**config.mk**
```make
export PLATFORM = sky130hd
export DESIGN_NAME = thermal_throttle_ctrl
export DESIGN_NICKNAME = d
export VERILOG_FILES = /design/src/rtl/thermal_pkg.sv /design/src/rtl/therm_hot_detect.sv /design/src/rtl/therm_dvfs_seq.sv /design/src/rtl/therm_edge_irq.sv /design/src/rtl/thermal_throttle_ctrl.sv
export SDC_FILE = /design/constraint.sdc
export NUM_CORES = 1
export LEC_CHECK = 0
export BUFFER_PORTS_ARGS = -buffer_cell sky130_fd_sc_hd__buf_2
export CORE_UTILIZATION = 35
export DETAILED_ROUTE_END_ITERATION = 10
export PLACE_DENSITY = 0.59
export SYNTH_ARGS = -nofsm -noshare
export SYNTH_HDL_FRONTEND = slang
export SYNTH_HIERARCHICAL = 1
export SYNTH_SLANG_ARGS = --single-unit
```
**constraint.sdc**
```tcl
create_clock -name clk -period 1.4 [get_ports clk]
set_clock_uncertainty 0.15 [all_clocks]
set_input_delay 0.21 -clock clk [delete_from_list [all_inputs] [get_ports clk]]
set_output_delay 0.21 -clock clk [all_outputs]
set_load 0.05 [all_outputs]
```
**src/rtl/thermal_pkg.sv**
```systemverilog
package thermal_pkg;
   typedef enum logic [1:0] {
      STEP_IDLE = 2'd0,
      STEP_FREQ = 2'd1,
      STEP_FULL = 2'd2
   } dvfs_step_e;
endpackage

```
**src/rtl/therm_hot_detect.sv**
```systemverilog
module therm_hot_detect #(
   parameter int TEMP_W      = 8,
   parameter int HYST        = 2,
   parameter int TRIP_OFFSET = 20
) (
   input  logic              clk,
   input  logic              rst_n,
   input  logic              temp_valid,
   input  logic [TEMP_W-1:0] temp_val,
   input  logic [TEMP_W-1:0] hot_thresh,
   output logic              hot,
   output logic              trip
);
   localparam int CW = TEMP_W + $clog2(TRIP_OFFSET + HYST + 2) + 1;

   if (TEMP_W < 2)  begin : g_bad_w  $error("TEMP_W too small"); end
   if (HYST < 0)    begin : g_bad_h  $error("HYST negative"); end
   if (TRIP_OFFSET < 1) begin : g_bad_t $error("TRIP_OFFSET must be positive"); end

   logic [CW-1:0] temp_x, thr_x, trip_lvl;
   logic          at_hot, below_band, at_trip;

   assign temp_x   = {{(CW-TEMP_W){1'b0}}, temp_val};
   assign thr_x    = {{(CW-TEMP_W){1'b0}}, hot_thresh};
   assign trip_lvl = thr_x + CW'(TRIP_OFFSET);
   assign at_hot   = temp_x >= thr_x;
   assign at_trip  = temp_x >= trip_lvl;

   if (HYST == 0) begin : g_nohyst
      assign below_band = !at_hot;
   end else begin : g_hyst
      assign below_band = (temp_x + CW'(HYST)) < thr_x;
   end

   always_ff @(posedge clk or negedge rst_n) begin
      if (!rst_n) begin
         hot  <= 1'b0;
         trip <= 1'b0;
      end else if (temp_valid) begin
         if (!hot && at_hot)          hot <= 1'b1;
         else if (hot && below_band)  hot <= 1'b0;
         if (at_trip)                 trip <= 1'b1;
      end
   end


   hot_set_chk: assert property (@(posedge clk) disable iff (!rst_n)
      temp_valid && (temp_val >= hot_thresh) |=> hot);

   hot_hold_chk: assert property (@(posedge clk) disable iff (!rst_n)
      hot && temp_valid && ((temp_x + CW'(HYST)) >= thr_x) |=> hot);

   trip_sticky_chk: assert property (@(posedge clk) disable iff (!rst_n)
      trip |=> trip);

   no_valid_chk: assert property (@(posedge clk) disable iff (!rst_n)
      !temp_valid |=> $stable(hot) && $stable(trip));
endmodule

```
**src/rtl/therm_dvfs_seq.sv**
```systemverilog
module therm_dvfs_seq
   import thermal_pkg::*;
(
   input  logic clk,
   input  logic rst_n,
   input  logic want,
   output logic freq_reduce,
   output logic volt_reduce
);
   dvfs_step_e step_q, step_d;

   always_comb begin
      step_d = step_q;
      unique case (step_q)
         STEP_IDLE: if (want) step_d = STEP_FREQ;
         STEP_FREQ: step_d = want ? STEP_FULL : STEP_IDLE;
         STEP_FULL: if (!want) step_d = STEP_FREQ;
         default:   step_d = STEP_IDLE;
      endcase
   end

   always_ff @(posedge clk or negedge rst_n) begin
      if (!rst_n) step_q <= STEP_IDLE;
      else        step_q <= step_d;
   end

   assign freq_reduce = (step_q != STEP_IDLE);
   assign volt_reduce = (step_q == STEP_FULL);


   volt_after_freq_chk: assert property (@(posedge clk) disable iff (!rst_n)
      $rose(volt_reduce) |-> $past(freq_reduce));

   freq_after_volt_chk: assert property (@(posedge clk) disable iff (!rst_n)
      $fell(freq_reduce) |-> !$past(volt_reduce));
endmodule

```
**src/rtl/therm_edge_irq.sv**
```systemverilog
module therm_edge_irq (
   input  logic clk,
   input  logic rst_n,
   input  logic level,
   input  logic rise_en,
   input  logic fall_en,
   output logic pulse
);
   logic level_d;

   always_ff @(posedge clk or negedge rst_n) begin
      if (!rst_n) level_d <= 1'b0;
      else        level_d <= level;
   end

   assign pulse = (rise_en && level && !level_d) || (fall_en && !level && level_d);


   pulse_edge_chk: assert property (@(posedge clk) disable iff (!rst_n)
      pulse |-> (level != level_d));
endmodule

```
**src/rtl/thermal_throttle_ctrl.sv**
```systemverilog
module thermal_throttle_ctrl #(
   parameter int TEMP_W      = 8,
   parameter int HYST        = 2,
   parameter int TRIP_OFFSET = 20
) (
   input  logic              clk,
   input  logic              rst_n,
   input  logic              temp_valid,
   input  logic [TEMP_W-1:0] temp_val,
   input  logic [TEMP_W-1:0] hot_thresh,
   input  logic              mode1_en,
   input  logic              mode2_en,
   input  logic              ondemand_req,
   input  logic              irq_rise_en,
   input  logic              irq_fall_en,
   output logic              hot_n,
   output logic              throttle_active,
   output logic              freq_reduce,
   output logic              volt_reduce,
   output logic              irq_pulse,
   output logic              trip
);
   logic hot;

   therm_hot_detect #(.TEMP_W(TEMP_W), .HYST(HYST), .TRIP_OFFSET(TRIP_OFFSET)) u_det (
      .clk(clk), .rst_n(rst_n), .temp_valid(temp_valid), .temp_val(temp_val),
      .hot_thresh(hot_thresh), .hot(hot), .trip(trip));

   therm_dvfs_seq u_seq (
      .clk(clk), .rst_n(rst_n), .want(mode2_en && hot),
      .freq_reduce(freq_reduce), .volt_reduce(volt_reduce));

   therm_edge_irq u_irq (
      .clk(clk), .rst_n(rst_n), .level(hot), .rise_en(irq_rise_en),
      .fall_en(irq_fall_en), .pulse(irq_pulse));

   assign hot_n           = !hot;
   assign throttle_active = (mode1_en && hot) || ondemand_req;


   ondemand_no_step_chk: assert property (@(posedge clk) disable iff (!rst_n)
      !freq_reduce && !(mode2_en && hot) |=> !freq_reduce);

   flag_tracks_hot_chk: assert property (@(posedge clk) disable iff (!rst_n)
      mode1_en && !ondemand_req |-> (throttle_active == !hot_n));
endmodule

```
==> impl_metrics.yaml <==
place:
  postPlaceCellArea_sq_um: 1250
  io_buffers: 29
  placedCellCount: 178
  gp_congestion: 0.832
  hpwl_um: 1990
timing:
  max_clock_freq_ghz: 0.595
  hold_violations: 0
  grt_setup_unrepaired: "true"
  hold-worst-slack_ns: 0.166
  slew_headroom_pct: 80.1
  worstMarginPinSlew_ns: 0.296
  setup_tns_ns: -0.559
  period_share_pct: 120
  finalMaxSlewViolations: 0
  finalWorstPathRequiredPeriod_ns: 1.68
  postLayoutSetupSlackWorst_ns: -0.280
  setup_violations: 3
power_and_ir_drop:
  power_density_nw_per_um2: 904
  vdd_ir_drop_max_uv: 815
  p_leak_nw: 0.695
yosys:
  synth_top_area_share_pct: 32.3
  seq_area_frac_synth_pct: 14.0
  synth_largest_area_cell: "ha_1"
  netlist_area_sq_um: 891
  ys_async_sr_fraction_pct: 100
  syn_nets: 149
  synthCells: 102
  avgSynthCellArea_sq_um: 8.73
  synth-edff-count: 0
  synth_cell_types: 34
  synth_seq_cells: 5
  synth_area_leaders: "ha_1 32%, dfrtp_1 14%, xnor2_1 7.9%, inv_1 5.1%, o2111ai_1 3.9%"
  ys_warn_count: 6
  synth_ff_type: "dfrtp_1"
clocking:
  numCtsBuffers: 3
  cts_max_path_buffers: 2
  htree_levels: 1
  clk_latency_ns: 0.24
  cts.clk_slew.worst_paths_ns: 0.04
  clock-sinks: 5
  clockRootBuffer: "clkbuf_4"
  cts_tree: "done"
critical_path:
  crit_path_end_kind: "flip-flop"
  critPathMaxFanout: 3
  worstSetupPathType: "in2reg"
  worstPathArrival_ns: 1.64
  critPathRequiredTime_ns: 1.36
  cp-start-kind: "input pin"
drt:
  drc: 0
  wirelength_um: 2340
  wl_per_cell_um: 12.6
  dr.pass1.iters: 4
  ant_nets: 0
  num_vias: 945
  vias_per_cell: 5.11
  drtIter0Drc: 9
finish:
  finish.utilization_pct: 61.2
  drive_gt1_share_pct: 42.0
  fill_cells: 218
  nets: 205
  area_growth_pct: 57.7
  instances_no_fill: 185
  diodes: 0
  fin_area_sq_um: 1410
floorplan:
  die_y_um: 52.5
  top_level_ports: 30
  die_area_sq_um: 2750
  start_util_pct: 38.8
  fp.dieW_um: 52.5
  core_area_sq_um: 2300
  rows: 17
run_status:
  status: "finished with violations"
  violations: "setup timing"
run:
  cap_violations: 0
worst_hold_path:
  hold_path_class: "in2async"
grt:
  grt_use_total_pct: 18.4
  overflow: 0
  grt_pass1_wl_um: 3800
  grt_antenna_before_repair: 0
  grt_max_degree: 7
  grt_pass1_vias: 994
logic make-up (layout without fill, tap and decap cells):
| family | Yosys count | count (layout) | synth area share [%] |
|---|---|---|---|
| DFF | 5 | 5 | 14.0 |
| adders and majority gates | 23 | 23 | 32.3 |
| buffers and inverters | 12 | 67 | 5.06 |
| AOI/OAI and AO/OA | 25 | 25 | 21.1 |
| and+or+nand+nor | 27 | 27 | 17.7 |
| xor gates and xnor gates | 10 | 10 | 9.83 |
final cells by class:
class | count | area (sq um) | share of cell area (%)
Multi-Input combinational cell | 85 | 793 | 56.5
Tap cell | 28 | 35.0 | 2.49
Clock buffer | 4 | 26.3 | 1.87
Sequential cell | 5 | 126 | 8.99
Timing Repair Buffer | 51 | 379 | 27.0
Inverter | 12 | 45.0 | 3.21
stage by stage:
stage               total power [mW]  setup slack, ns
CTS                             1.26           -0.263
global placement               0.943           -0.593
floorplan                      0.740           -0.326
detailed placement             0.960           -0.596
finish                          1.27           -0.280
global route                    1.36           -0.335
power by group:
group / total (mW) / switching (mW) / internal, mW
clock: 0.161 / 0.0537 / 0.107
sequential: 0.244 / 0.0470 / 0.197
combinational: 0.865 / 0.464 / 0.401
total: 1.27 / 0.565 / 0.706
placed cells by master, fill, tap and decap left out, types with 4 or more instances in the layout:
master | synthesis | layout
buf_4 | 0 | 23
ha_1 | 23 | 20
buf_2 | 0 | 19
inv_1 | 12 | 12
xnor2_1 | 8 | 8
buf_6 | 0 | 5
nand3_1 | 6 | 5
dfrtp_1 | 5 | 4
routing by layer:
layer  track usage, %  vias to the layer above  wire [um]
li1                 -                      493          -
met1             19.9                      423       1010
met2             35.0                       25       1230
met3             1.45                        4         74
met4             9.21                        0         27
met5                0                        -          0
critical path, cell delays in order:
cell and delay (ns):
buf_8 0.10, ha_4 0.15, o21ai_2 0.11, xnor2_1 0.13, ha_1 0.27, o21a_1 0.12
o2111ai_2 0.18, a31oi_1 0.08, a311o_1 0.29
flip-flops by register name, summed over array words and instances, names as in the netlist:
name and cells:
u_seq/step_q 2, u_det/hot 1, u_irq/level_d 1, u_det/trip 1
worst paths after layout:
kind                       cells past startpoint  slack (ns)          start             to
setup / recovery                               9       -0.28  hot_thresh[2]     u_det/trip
hold / removal                                 2        0.17          rst_n  u_irq/level_d
setup reg to reg                               4       -0.04      u_det/hot      u_det/hot
hold reg to reg                                0        0.29      u_det/hot  u_irq/level_d
max in group asynchronous                      2        0.79          rst_n      u_det/hot
min in group clk                               2        0.17     temp_valid     u_det/trip
timing repair:
item                                    CTS  global route
pin swaps                                 3             1
hold endpoints to repair                  5             0
hold buffers                              1             0
gates resized for setup                  21             6
buffers inserted                          2             0
endpoints found under the setup margin    7             6
cells in the mapped netlist, types with 2 or more instances:
cell type,instances
xnor2_1,8
o21a_1,2
a21o_1,2
ha_1,23
nor2_1,2
nor3_1,3
nand2b_1,2
and2b_1,2
o211ai_1,2
o2111ai_1,4
nand2_1,2
nand3_1,6
o21ai_0,3
xor2_1,2
inv_1,12
a21oi_1,3
or2_2,2
dfrtp_1,5
nand4_1,2
Note: power is estimated with default switching activity, not from simulation.
